$ cat config.mk
export PLATFORM = sky130hd
export DESIGN_NAME = inwin_decoder
export DESIGN_NICKNAME = d
export VERILOG_FILES = /design/src/rtl/inwin_pkg.sv /design/src/rtl/inwin_regfile.sv /design/src/rtl/inwin_match.sv /design/src/rtl/inwin_select.sv /design/src/rtl/inwin_decoder.sv
export SDC_FILE = /design/constraint.sdc
export NUM_CORES = 1
export LEC_CHECK = 0
export ABC_AREA = 1
export BUFFER_PORTS_ARGS = -buffer_cell sky130_fd_sc_hd__buf_2
export CAP_MARGIN = 20
export CORE_UTILIZATION = 25
export CTS_BUF_LIST = sky130_fd_sc_hd__clkbuf_4
export CTS_CLUSTER_DIAMETER = 50
export DETAILED_ROUTE_END_ITERATION = 7
export HOLD_SLACK_MARGIN = 0.1
export PLACE_DENSITY = 0.48
export SYNTH_ARGS = -nofsm -noshare
export SYNTH_HDL_FRONTEND = slang
export SYNTH_SLANG_ARGS = --single-unit
$ cat constraint.sdc
create_clock -name clk -period 3 [get_ports clk]
set_input_delay 0.6 -clock clk [delete_from_list [all_inputs] [get_ports clk]]
set_output_delay 0.6 -clock clk [all_outputs]
set_load 0.01 [all_outputs]
$ cat src/rtl/inwin_pkg.sv
package inwin_pkg;
  localparam int ADDR_W   = 32;
  localparam int BASE_LSB = 20;
  localparam int CODE_W   = 4;
  localparam int CODE_LSB = 16;
  localparam int BASE_W   = ADDR_W - BASE_LSB;

  typedef struct packed {
    logic [BASE_W-1:0] base;
    logic [CODE_W-1:0] code;
  } win_cfg_t;

  localparam win_cfg_t WIN_RESET = '{base: '0, code: '1};
endpackage

$ cat src/rtl/inwin_regfile.sv
module inwin_regfile
  import inwin_pkg::*;
#(
  parameter int NREG  = 4,
  parameter int SEL_W = 2
) (
  input  logic                  clk,
  input  logic                  rst_n,
  input  logic                  we,
  input  logic [SEL_W-1:0]      sel,
  input  logic [ADDR_W-1:0]     wdata,
  output logic [ADDR_W-1:0]     rdata,
  output win_cfg_t [NREG-1:0]   cfg
);
  localparam int LOW_W = CODE_LSB;

  for (genvar g = 0; g < NREG; g++) begin : g_reg
    always_ff @(posedge clk) begin
      if (!rst_n) begin
        cfg[g] <= WIN_RESET;
      end else if (we && (int'(sel) == g)) begin
        cfg[g] <= win_cfg_t'(wdata[ADDR_W-1:CODE_LSB]);
      end
    end
  end

  always_comb begin
    rdata = '0;
    for (int i = 0; i < NREG; i++) begin
      if (int'(sel) == i) rdata = {cfg[i], {LOW_W{1'b0}}};
    end
  end
endmodule

$ cat src/rtl/inwin_match.sv
module inwin_match
  import inwin_pkg::*;
#(
  parameter int MAX_CODE = 11
) (
  input  win_cfg_t          cfg,
  input  logic [ADDR_W-1:0] addr,
  output logic              hit,
  output logic [ADDR_W-1:0] offset
);
  localparam int SH_W = $clog2(ADDR_W + (1 << CODE_W));

  logic              legal;
  logic [SH_W-1:0]   shamt;
  logic [ADDR_W-1:0] upper_mask;
  logic [ADDR_W-1:0] base_full;

  always_comb begin
    legal      = (int'(cfg.code) <= MAX_CODE);
    shamt      = SH_W'(BASE_LSB) + SH_W'(cfg.code);
    upper_mask = {ADDR_W{1'b1}} << shamt;
    base_full  = {cfg.base, {BASE_LSB{1'b0}}};
    hit        = legal && (((addr ^ base_full) & upper_mask) == '0);
    offset     = addr & ~upper_mask;
  end
endmodule

$ cat src/rtl/inwin_select.sv
module inwin_select
  import inwin_pkg::*;
#(
  parameter int NMEM  = 3,
  parameter int IDX_W = 2
) (
  input  logic [NMEM:0]             hits,
  input  logic [NMEM:0][ADDR_W-1:0] offsets,
  input  logic                      is_io,
  output logic                      hit,
  output logic [IDX_W-1:0]          idx,
  output logic [ADDR_W-1:0]         addr
);
  always_comb begin
    hit  = 1'b0;
    idx  = '0;
    addr = '0;
    if (is_io) begin
      if (hits[NMEM]) begin
        hit  = 1'b1;
        idx  = IDX_W'(NMEM);
        addr = offsets[NMEM];
      end
    end else begin
      for (int i = NMEM - 1; i >= 0; i--) begin
        if (hits[i]) begin
          hit  = 1'b1;
          idx  = IDX_W'(i);
          addr = offsets[i];
        end
      end
    end
  end
endmodule

$ cat src/rtl/inwin_decoder.sv
module inwin_decoder
  import inwin_pkg::*;
#(
  parameter int NMEM     = 3,
  parameter int MAX_CODE = 11,
  parameter int SEL_W    = $clog2(NMEM + 1)
) (
  input  logic              clk,
  input  logic              rst_n,
  input  logic              cfg_we,
  input  logic [SEL_W-1:0]  cfg_sel,
  input  logic [ADDR_W-1:0] cfg_wdata,
  output logic [ADDR_W-1:0] cfg_rdata,
  input  logic              in_valid,
  output logic              in_ready,
  input  logic [ADDR_W-1:0] in_addr,
  input  logic              in_io,
  output logic              out_valid,
  input  logic              out_ready,
  output logic              out_hit,
  output logic [SEL_W-1:0]  out_idx,
  output logic [ADDR_W-1:0] out_addr
);
  localparam int NREG = NMEM + 1;

  win_cfg_t [NREG-1:0]           cfg;
  logic [NREG-1:0]               hits;
  logic [NREG-1:0][ADDR_W-1:0]   offsets;
  logic                          sel_hit;
  logic [SEL_W-1:0]              sel_idx;
  logic [ADDR_W-1:0]             sel_addr;

  inwin_regfile #(.NREG(NREG), .SEL_W(SEL_W)) regs_i (
    .clk   (clk),
    .rst_n (rst_n),
    .we    (cfg_we),
    .sel   (cfg_sel),
    .wdata (cfg_wdata),
    .rdata (cfg_rdata),
    .cfg   (cfg)
  );

  for (genvar g = 0; g < NREG; g++) begin : g_win
    inwin_match #(.MAX_CODE(MAX_CODE)) match_i (
      .cfg    (cfg[g]),
      .addr   (in_addr),
      .hit    (hits[g]),
      .offset (offsets[g])
    );
  end

  inwin_select #(.NMEM(NMEM), .IDX_W(SEL_W)) sel_i (
    .hits    (hits),
    .offsets (offsets),
    .is_io   (in_io),
    .hit     (sel_hit),
    .idx     (sel_idx),
    .addr    (sel_addr)
  );

  assign in_ready = !out_valid || out_ready;

  always_ff @(posedge clk) begin
    if (!rst_n) begin
      out_valid <= 1'b0;
      out_hit   <= 1'b0;
      out_idx   <= '0;
      out_addr  <= '0;
    end else if (in_ready) begin
      out_valid <= in_valid;
      if (in_valid) begin
        out_hit  <= sel_hit;
        out_idx  <= sel_idx;
        out_addr <= sel_addr;
      end
    end
  end
endmodule

Word-level counts from Yosys, hierarchy flattened
Cells that the tools add are included.
Operators by class
  $add $sub $neg: 4
  $mul: 0
  div/mod/pow operators: 0
  magnitude comparators: 4
  equal/unequal tests: 3
  shift-type cells: 4
  muxes and demuxes: 19
  bitwise gates (word level): 16
  reductions and logical operators: 16
Operator list (number)
  $mux W32: 9
  $and A32 B32 Y32: 8
  $logic_not A32 Y1: 4
  $not A32 Y32: 4
  $shl A32 B6 Y32 const A: 4
  $xor A32 B32 Y32: 4
  $add A5 B4 Y6 const A: 4
  $le A4 B4 Y1 const B: 4
  $mux W2: 5
  $logic_and A1 B1 Y1: 8
  $mux W1: 5
  $eq A2 B2 Y1 const B: 2
  $eq A2 B1 Y1 const B: 1
  $logic_not A2 Y1: 1
  $reduce_and A2 Y1: 1
  $logic_not A1 Y1: 1
  $logic_or A1 B1 Y1: 1
Storage, ports and cells
  register bits: 100
  latch bits: 0
  RAM bits: 0
  memory bits (read-only): 0
  output and inout port bits: 69
  logic and storage cells: 78
  memories: 0

Longest topological paths before layout
Gate-level depths: netlist of the first run.
  word-level depth: 9
  gate-level depth with buffers: 18
  gate-level depth less buffers: 18

Modules after synthesis
From an unflattened synthesis of the first run, not the netlist that was laid out.
Unflattened totals
  cells, all modules: 1555
  area, all modules: 9006.1 sq um
By module, submodules not included
  inwin_regfile: instances 1, cells an instance 491, area each 3235.6 sq um, sequential area each 1281.2 sq um
  inwin_match (g_win[1].match_i ...): instances 3, cells an instance 135, area each 619.3 sq um, sequential area each 0.0 sq um
  inwin_decoder: instances 1, cells an instance 234, area each 1667.8 sq um, sequential area each 720.7 sq um
  inwin_select: instances 1, cells an instance 291, area each 1616.6 sq um, sequential area each 0.0 sq um
  inwin_match (g_win[0].match_i): instances 1, cells an instance 134, area each 628.1 sq um, sequential area each 0.0 sq um

Worst setup path before layout of the first run
No wires, ideal clock.
  path kind: register to register
  from: register regs_i.cfg[34] (netlist name)
  to: register out_addr[4]
  setup time: 120 ps
  arrival time: 2069 ps
  required time: 2880 ps
  path slack: 811 ps
  cell stages (with the launch flop): 18
  path buffers: 1
  cells stage by stage: dfxtp_1 -> inv_2 -> ha_1 -> nor2_1 -> nand2_2 -> inv_1 -> nand2_1 -> nor2_1 -> nor2_1 -> nand3_1 -> nor2_4 -> nand2_4 -> nand3_2 -> nand2_2 -> nand2_2 -> buf_6 -> nand2_1 -> a21oi_1
On the way
  cells in the longest elaborated chain, start to end: 9
  elaborated cells on any way between the ends: 12
  those cells by class: add/sub (1); order compare (1); shift (1); mux (4); bitwise (3); reduce/logical (2)
RTL lines
  $add A5 B4 Y6: line inwin_match.sv:20  | shamt = SH_W'(BASE_LSB) + SH_W'(cfg.code);
  $shl A32 B6 Y32: line inwin_match.sv:21  | upper_mask = {ADDR_W{1'b1}} << shamt;
  $and A32 B32 Y32: line inwin_match.sv:23  | hit = legal && (((addr ^ base_full) & upper_mask) == '0);
  $logic_not A32 Y1: line inwin_match.sv:23
  $logic_and A1 B1 Y1: line inwin_match.sv:23
  $mux W32 * (3 in a row): line inwin_select.sv:26  | if (hits[i]) begin
  $mux W32 *: line inwin_select.sv:18  | if (is_io) begin
  end signal, assigned: line inwin_decoder.sv:74  | out_addr <= sel_addr;
  end, declared: line inwin_decoder.sv:22  | output logic [ADDR_W-1:0] out_addr
Every way passes the cells marked *; elsewhere a longest branch is shown, timed or not.
A chain may end at the register's enable or synchronous reset.

Final worst setup path of the first run
  from: register regs_i.cfg[50] (netlist name)
  to: register out_addr[17]
On the way
  cells in the longest elaborated chain, start to end: 7
  elaborated cells on any way between the ends: 10
  those cells by class: add/sub (1); order compare (1); shift (1); mux (2); bitwise (3); reduce/logical (2)
RTL lines
  $add A5 B4 Y6: line inwin_match.sv:20
  $shl A32 B6 Y32: line inwin_match.sv:21
  $and A32 B32 Y32: line inwin_match.sv:23
  $logic_not A32 Y1: line inwin_match.sv:23
  $logic_and A1 B1 Y1: line inwin_match.sv:23
  $mux W32 *: line inwin_select.sv:19  | if (hits[NMEM]) begin
  $mux W32 *: line inwin_select.sv:18
Marks and branches as above.

==> results of run 1 <==
==> registers in the layout, indices dropped and copies added, names as in the netlist <==
name        cells
out_addr       32
out_hit         1
out_idx         2
out_valid       1
regs_i.cfg     64
==> worst max-delay path, delay by kind of cell (launching register included) <==
family | cells | cell delay [ps]
DFF | 1 | 530
AOI/OAI and AO/OA | 3 | 500
buffers and inverters | 2 | 210
and+or+nand+nor | 6 | 1080
adders and majority gates | 1 | 400
==> synthesized netlist by cell type, types with 2 or more instances <==
cell type	n
nor2_1	128
o22ai_1	5
o21ai_1	8
xor2_1	22
nand4_1	4
nand2_4	3
nand3b_1	2
nor3_1	4
nor2_4	4
buf_4	17
buf_2	7
clkbuf_1	23
nand3_2	2
a221oi_1	10
inv_1	101
nand3_1	62
buf_6	4
clkinv_1	2
ha_1	15
dlygate4sd3_1	2
clkbuf_8	3
inv_2	10
a31oi_1	7
nand2_1	222
o211ai_1	18
o21ai_0	105
nand2_2	7
a21oi_1	85
xnor2_1	6
or2_0	2
dfxtp_1	100
nor2_2	4
==> cells in the final DEF, fill, tap and decap left out, drive strengths merged, types with 6 or more instances in the layout <==
master and count:
a21oi 85, a221oi 10, a31oi 7, buf 131
clkbuf 9, conb 16, dfxtp 100, ha 15
inv 115, nand2 232, nand3 64, nor2 136
o211ai 18, o21ai 114, xnor2 6, xor2 22
==> final timing paths <==
path | to | cells after the start | slack, ps | start
min | regs_i.cfg[40] | 3 | 330 | cfg_wdata[24]
max reg2reg | out_addr[17] | 12 | 220 | regs_i.cfg[50]
min reg2reg | out_addr[1] | 2 | 470 | out_addr[1]
max | out_addr[17] | 12 | 220 | regs_i.cfg[50]
==> report_power, final <==
group / switching (mW) / internal, mW / total [mW]
logic: 0.555 / 0.252 / 0.807
clock network: 0.553 / 0.278 / 0.831
registers: 0.0524 / 1.39 / 1.45
==> per-stage QoR <==
stage | hold slack, ps | power [mW] | cell area (um^2)
floorplan | 451 | 1.99 | 6480
global placement | 450 | 2.28 | 7240
detailed placement | 454 | 2.27 | 7240
CTS | 290 | 3.11 | 7400
global route | 292 | 3.27 | 7400
finish | 328 | 3.08 | 7400
==> cell families (layout without fill, tap and decap cells) <==
logic type | Yosys count | in the layout
other cells | 1 | 17
xor+xnor | 28 | 28
simple gates | 445 | 445
buf+inv | 171 | 260
fa+ha+maj | 15 | 15
compound gates | 242 | 242
flops | 100 | 100
==> final cells by class <==
class,count,area (um^2)
antenna,1,2.50
clock buffer,9,67.6
clock inverter,7,93.8
fill,2905,17800
inverter,113,424
multi-input combinational,746,3690
sequential,100,2000
tap,330,413
timing repair buffer,131,713
==> per-layer routing <==
| layer | vias up | track usage |
|---|---|---|
| met5 | - | 0 |
| met4 | 0 | 0.0489 |
| met3 | 26 | 0.0352 |
| met2 | 258 | 0.308 |
| met1 | 3133 | 0.258 |
| li1 | 3430 | - |
==> results_dict.tcl, run 1 <==
set metrics [dict create \
    outcome "finished clean" \
    drtPass1Iterations 5 \
    cts_resized 0 \
    clock_latency_ps 530 \
    grt_antenna_before_repair 1 \
    io_pins 141 \
    yosys_warnings 0 \
    grt_max_degree 47 \
    cts_tree "yes" \
    yosys.area_share.simple 0.292 \
    synthDominantCellAreaShare 0.312 \
    drive_above_1_share 0.162 \
    gp_congestion 0.924 \
    fin_util 0.294 \
    fin_nets 1188 \
    synth_fa_ha_area_frac 0.0292 \
    overflow 0 \
    holdBufCountCts 0 \
    post-route-drc-count 0 \
    crit_type "reg -> reg" \
    ant_nets 0 \
    cts_buffer_depth 2 \
    synth_cells 1002 \
    async_reset_ff_frac 0 \
    required_ps 3460 \
    wl_met3_um 1590 \
    port_buffers 108 \
    synth_cell_types 40 \
    rows 58 \
    leakage_nw 3.50 \
    start_kind "register" \
    cts_htree_levels 3 \
    slew_headroom 0.507 \
    wire_per_inst_um 17.3 \
    fin_crit_sh 0.925 \
    hold_violations 0 \
    cts_buffers 9 \
    synth-main-ff-cell "dfxtp_1" \
    dp_slack_ps 301 \
    rsz0062_at_grt "no" \
    finalMaxSlewViolations 0 \
    coreArea_mm2 0.0252 \
    grt_pass1_vias 6264 \
    wl_met1_um 11600 \
    dp_hpwl_um 19400 \
    vias 6847 \
    synth.avg_cell_area_um2 6.41 \
    path_cells "inv_1 > ha_1 > inv_1 > nand2_1 > nor2_1 > nand2_1 > o211ai_1 > nor3_1 > nand3_2 > nand2_1 > o21ai_0 > a21oi_1" \
    drt-vias-per-instance 4.76 \
    synth_area_leader_cell "dfxtp_1" \
    ys_seq_area_frac 0.312 \
    period_needed_ps 2780 \
    post_cts_buffers 0 \
    clock_skew_ps 35.4 \
    synth_compound_area_frac 0.206 \
    synthMuxAreaShare 0 \
    crit_top_cell "nand2_1" \
    syn_to_final_growth_pct 15.3 \
    netlist_area_mm2 0.00642 \
    final_cells 1437 \
    initial_utilization 0.255 \
    max_freq_ghz 0.360 \
    die_w_um 162 \
    critPathSlowestCell "dfxtp_1" \
    ys_ff_latch 100 \
    gr-usage-all-layers 0.190 \
    tightest_slew_ps 737 \
    dp.cells 1420 \
    ir_drop_v 0.000195 \
    synth_edf_count 0 \
    root_buffer "clkbuf_4" \
    synthXorXnorAreaFrac 0.0382 \
    drv_cap 0 \
    highest-signal-layer "met4" \
    synth_top_family_by_area "simple AND/OR/NAND/NOR gates" \
    clkSinkCount 100 \
    slowest_delay_ps 530 \
    fin_ws_ps 224 \
    end_kind "register" \
    fin_tns_setup_ps 0 \
    dr_wl_met2_um 11200 \
    die-height_um 162 \
    arrival_ps 3230 \
    finalSetupViolCount 0 \
    wl_um 24900 \
    synth_area_leaders "dfxtp_1, nand2_1, o21ai_0, nor2_1, a21oi_1" \
    power_density_mw_per_mm2 416 \
    drt_iter0_drc 630 \
    grt_pass1_wl_um 37100 \
    clk_pin_slew_ps 200 \
    die-area_mm2 0.0263 \
    min_path_type "in -> reg" \
    cp_max_fo 8 \
]
Power figures use the tool's default switching activity.
==> inputs of run 2 (changes only) <==
--- a/config.mk
+++ b/config.mk
@@ -14,6 +14,7 @@
 export DETAILED_ROUTE_END_ITERATION = 7
 export HOLD_SLACK_MARGIN = 0.1
 export PLACE_DENSITY = 0.48
+export SETUP_SLACK_MARGIN = 0.4
 export SYNTH_ARGS = -nofsm -noshare
 export SYNTH_HDL_FRONTEND = slang
 export SYNTH_SLANG_ARGS = --single-unit
==> run 2 against run 1 <==
Effect of this change: count of clock-buffer cells in the layout is the same; cell count grew 0.49%; non-clock buffer count is 7 higher; sequential share of layout area down 0.54 points; hold slack hardly changed; combinational power increased by 4.8%; first-iteration DRC count is 10% lower; largest cell class unchanged; final area grew 3.0%; total power up 1.1%; sequential cell count unchanged; highest routed layer unchanged; maximum frequency up 14%; die area stayed put.
==> results_dict.tcl, run 2 (same netlist as run 1, synthesis figures left out) <==
set metrics [dict create \
    outcome "finished clean" \
    holdWs_ps 328 \
    leakage_nw 3.53 \
    post-route-drc-count 0 \
    cts_htree_levels 3 \
    top_register "regs_i.cfg" \
    fin_util 0.303 \
    power.internal_mw 1.94 \
    p_clk_frac 0.266 \
    rows 58 \
    die-area_mm2 0.0263 \
    fin_nets 1195 \
    clock_latency_ps 530 \
    overflow 0 \
    clock_skew_ps 33.8 \
    syn_to_final_growth_pct 18.8 \
    clk_pin_slew_ps 200 \
    ant_nets 0 \
    dp.cells 1420 \
    end_kind "register" \
    cp_max_fo 10 \
    fin_ws_ps 559 \
    gr-usage-all-layers 0.191 \
    period_needed_ps 2440 \
    mostFrequentLayoutCells "nand2_1, nor2_1, buf_2" \
    cts_buffers 9 \
    fin_tns_setup_ps 0 \
    arrival_ps 2860 \
    p_switching_mw 1.18 \
    min_path_type "in -> reg" \
    io_pins 141 \
    nFillCells 2898 \
    max_freq_ghz 0.410 \
    cts_buffer_depth 2 \
    dp_slack_ps 301 \
    start_kind "register" \
    drt-vias-per-instance 4.75 \
    finalMaxSlewViolations 0 \
    comb_power_share 0.271 \
    rsz0062_at_grt "no" \
    drive_above_1_share 0.192 \
    finalSetupViolCount 0 \
    grt_max_degree 47 \
    dp_hpwl_um 19400 \
    largest_reg_flops 64 \
    ir_drop_v 0.000194 \
    clkSinkCount 100 \
    crit_type "reg -> reg" \
    cts_tree "yes" \
    wire_per_inst_um 17.3 \
    hold_violations 0 \
    final_cells 1444 \
    gp_congestion 0.924 \
    top_regs "regs_i.cfg: 64 flops, out_addr: 32 flops, out_idx: 2 flops" \
    grt_pass1_wl_um 37200 \
    die_w_um 162 \
    grt_antenna_before_repair 1 \
    slew_headroom 0.523 \
    power_density_mw_per_mm2 409 \
    sw_frac_of_total 0.377 \
    holdBufCountCts 0 \
    grt_pass1_vias 6272 \
    die-height_um 162 \
    port_buffers 108 \
    wl_um 25000 \
    coreArea_mm2 0.0252 \
    drtPass1Iterations 5 \
    vias 6863 \
    drt_iter0_drc 566 \
    fin_crit_sh 0.814 \
    drv_cap 0 \
    initial_utilization 0.255 \
    tightest_slew_ps 714 \
    p_seq_frac 0.463 \
    required_ps 3420 \
    root_buffer "clkbuf_4" \
    mostFrequentLayoutCell "nand2_1" \
]
==> run 2: changes by cell type in the layout (fill, tap and decap cells not counted), sizes merged <==
cell  previous run  this run
buf            131       138
==> run 2: power groups by stage <==
stage / Combinational (mW) / Clock (mW) / Sequential (mW)
2_1_floorplan: 0.516 / 0 / 1.47
3_3_place_gp: 0.805 / 0 / 1.47
3_5_place_dp: 0.802 / 0 / 1.47
4_1_cts: 0.807 / 0.865 / 1.45
5_1_grt: 0.931 / 0.924 / 1.45
6_report: 0.846 / 0.828 / 1.44
==> run 2: final timing paths <==
kind                      start              to  slack, ps  depth (start not counted)
hold reg to reg     out_addr[1]     out_addr[1]        470                          2
setup reg to reg  regs_i.cfg[2]    out_addr[24]        560                         15
hold / removal    cfg_wdata[24]  regs_i.cfg[40]        330                          3
setup / recovery  regs_i.cfg[2]    out_addr[24]        560                         15
==> run 2: through the flow <==
stage	total power, mW	cell area (um^2)
after floorplan	1.99	6480
after global placement	2.28	7240
after detailed placement	2.27	7240
after CTS	3.12	7420
after global routing	3.31	7630
final	3.12	7630
==> run 2: critical path, stage by stage, from the launching register on <==
cell     delay [ps]
dfxtp_4         390
inv_2           150
ha_4            240
nor2_1          120
nand2_1         130
a21oi_1         280
nand2_1          90
nand3_1         150
nor2_4           60
nand2_2          80
buf_4           180
o21ai_0         100
inv_1            70
o21ai_0         140
nand2_1          90
a21oi_1          60
==> run 2: cell type report <==
class                      count  area, um^2  share of cell area
sequential                   100        2020               0.265
clock buffer                   9        67.6             0.00886
timing repair buffer         138         766               0.100
inverter                     113         424              0.0556
clock inverter                 7        93.8              0.0123
multi-input combinational    746        3840               0.503
antenna                        1        2.50            0.000328
tap                          330         413              0.0541
==> run 2: timing repair <==
item	4_1_cts	5_1_grt
buffers inserted	0	7
gates cloned	0	0
pin swaps	0	4
resized for setup	9	34
setup endpoints to repair	31	35
==> run 2: layer usage <==
metal  wire [um]  track usage  vias to the layer above
met5           0            0                        -
met2       11300        0.309                      242
met3        1570       0.0352                       29
met1       11600        0.258                     3146
met4         474       0.0489                        0
li1            -            -                     3446
==> inputs of run 3 (changes only) <==
==> constraint.sdc (replaced) <==
create_clock -name clk -period 2.27 [get_ports clk]
set_input_delay 0.454 -clock clk [delete_from_list [all_inputs] [get_ports clk]]
set_output_delay 0.454 -clock clk [all_outputs]
set_load 0.01 [all_outputs]
==> run 3 against run 2 <==
Effect of this change: the flow now finishes with violations (negative setup slack); sequential cell count did not move; die area stayed put; wire length is 9.7% higher; total power increased by 46%; critical path type unchanged; final area rose by 24%; register-to-register slack worse by 570 ps; count of clock-buffer cells in the layout is the same; first-iteration DRC count down 13%; via count increased by 8.1%; largest cell class unchanged; clock skew increased by 2.2 ps.
==> results_dict.tcl, run 3 (same netlist as run 1, synthesis figures left out) <==
set metrics [dict create \
    rsz0062_at_grt "yes" \
    cts_tree "yes" \
    syn_to_final_growth_pct 46.9 \
    leakage_nw 4.34 \
    grt_max_degree 44 \
    gr-usage-all-layers 0.207 \
    fin_nets 1326 \
    clkSinkCount 100 \
    finalPower_mw 4.56 \
    required_ps 2690 \
    fin_crit_sh 1.01 \
    ant_nets 0 \
    top_regs "regs_i.cfg: 64 flops, out_addr: 32 flops, out_idx: 2 flops" \
    coreArea_mm2 0.0252 \
    placed_area_mm2 0.00792 \
    cts_buffer_depth 2 \
    gp_congestion 0.930 \
    root_buffer "clkbuf_4" \
    mostFrequentLayoutCells "nand2_1, buf_4, buf_2" \
    fin_util 0.375 \
    mostFrequentLayoutCell "nand2_1" \
    drtPass1Iterations 5 \
    die_w_um 162 \
    outcome "finished with violations" \
    tightest_slew_ps 968 \
    grt_pass1_vias 6943 \
    finalSetupViolCount 2 \
    fin_tns_setup_ps -21.3 \
    drt-vias-per-instance 4.71 \
    drive_above_1_share 0.413 \
    die-height_um 162 \
    vias 7420 \
    start_kind "register" \
    dp_hpwl_um 20800 \
    largest_reg_flops 64 \
    drt_iter0_drc 493 \
    stdcell_area_mm2 0.00943 \
    clock_latency_ps 540 \
    cp_max_fo 6 \
    holdBufCountCts 0 \
    dp.cells 1489 \
    cts_htree_levels 3 \
    initial_utilization 0.255 \
    slew_headroom 0.354 \
    arrival_ps 2710 \
    grt_antenna_before_repair 1 \
    final_cells 1575 \
    dp_slack_ps -152 \
    clk_pin_slew_ps 210 \
    period_needed_ps 2290 \
    power_density_mw_per_mm2 483 \
    drv_cap 0 \
    cts_buffers 9 \
    post-route-drc-count 0 \
    fin_ws_ps -15.9 \
    hold_violations 0 \
    rows 58 \
    io_pins 141 \
    ir_drop_v 0.000277 \
    crit_type "reg -> reg" \
    finalMaxSlewViolations 0 \
    end_kind "register" \
    max_freq_ghz 0.437 \
    top_register "regs_i.cfg" \
    holdWs_ps 153 \
    grt_pass1_wl_um 40600 \
    die-area_mm2 0.0263 \
    clock_skew_ps 36.0 \
    overflow 0 \
    violations "negative setup slack" \
    min_path_type "in -> reg" \
    port_buffers 108 \
    wire_per_inst_um 17.4 \
    wl_um 27400 \
    nFillCells 2761 \
]
==> run 3: changes by cell type in the layout (fill, tap and decap cells not counted), moves of 18 or more <==
cell,delta
dfxtp_2,+28
nand2_1,-23
o21ai_0,-31
nor2_2,+18
dfxtp_1,-34
buf_6,+23
o21ai_1,+24
buf_4,+97
inv_1,-30
nor2_1,-28
==> run 3: critical path, cell delays in order, from the launching register on <==
cell	delay [ps]
dfxtp_2	400
inv_2	60
ha_4	320
inv_4	60
o21ai_4	190
nand2_2	100
nand2_2	80
nand3_4	80
nor2_4	170
nand2_4	110
buf_12	150
inv_8	50
buf_6	120
nand2_1	60
nand3_1	80
inv_1	70
nand2_2	70
a21oi_2	50
==> run 3: cell type report <==
class                      count  area, um^2  area share
antenna                        1        2.50    0.000265
timing repair buffer         267        1910       0.202
sequential                   100        2080       0.220
tap                          330         413      0.0438
multi-input combinational    748        4410       0.468
clock inverter                 7        81.3     0.00862
inverter                     113         470      0.0499
clock buffer                   9        67.6     0.00716
==> run 3: timing repair <==
item                       in CTS  in global routing
setup endpoints to repair      50                 51
gates cloned                    2                  2
gates resized for setup       189                 90
buffers inserted               53                 12
pin swaps                      70                 49
==> run 3: path summary, 6_finish.rpt <==
kind                       from        endpoint  slack [ps]  cells past startpoint
setup / recovery  regs_i.cfg[3]    out_addr[22]         -20                     17
hold / removal    cfg_wdata[20]  regs_i.cfg[36]         150                      3
setup reg to reg  regs_i.cfg[3]    out_addr[22]         -20                     17
hold reg to reg    out_addr[10]    out_addr[10]         480                      2
==> run 3: power by group <==
part	switching (mW)	internal (mW)
sequential	0.0727	1.84
clock	0.760	0.266
combinational	0.946	0.675
==> run 3: per-layer routing <==
layer,vias up,track usage,part of all wire
li1,3722,-,-
met1,3429,0.273,0.46
met2,222,0.340,0.46
met3,47,0.0335,0.056
met4,0,0.0738,0.030
met5,-,0,0
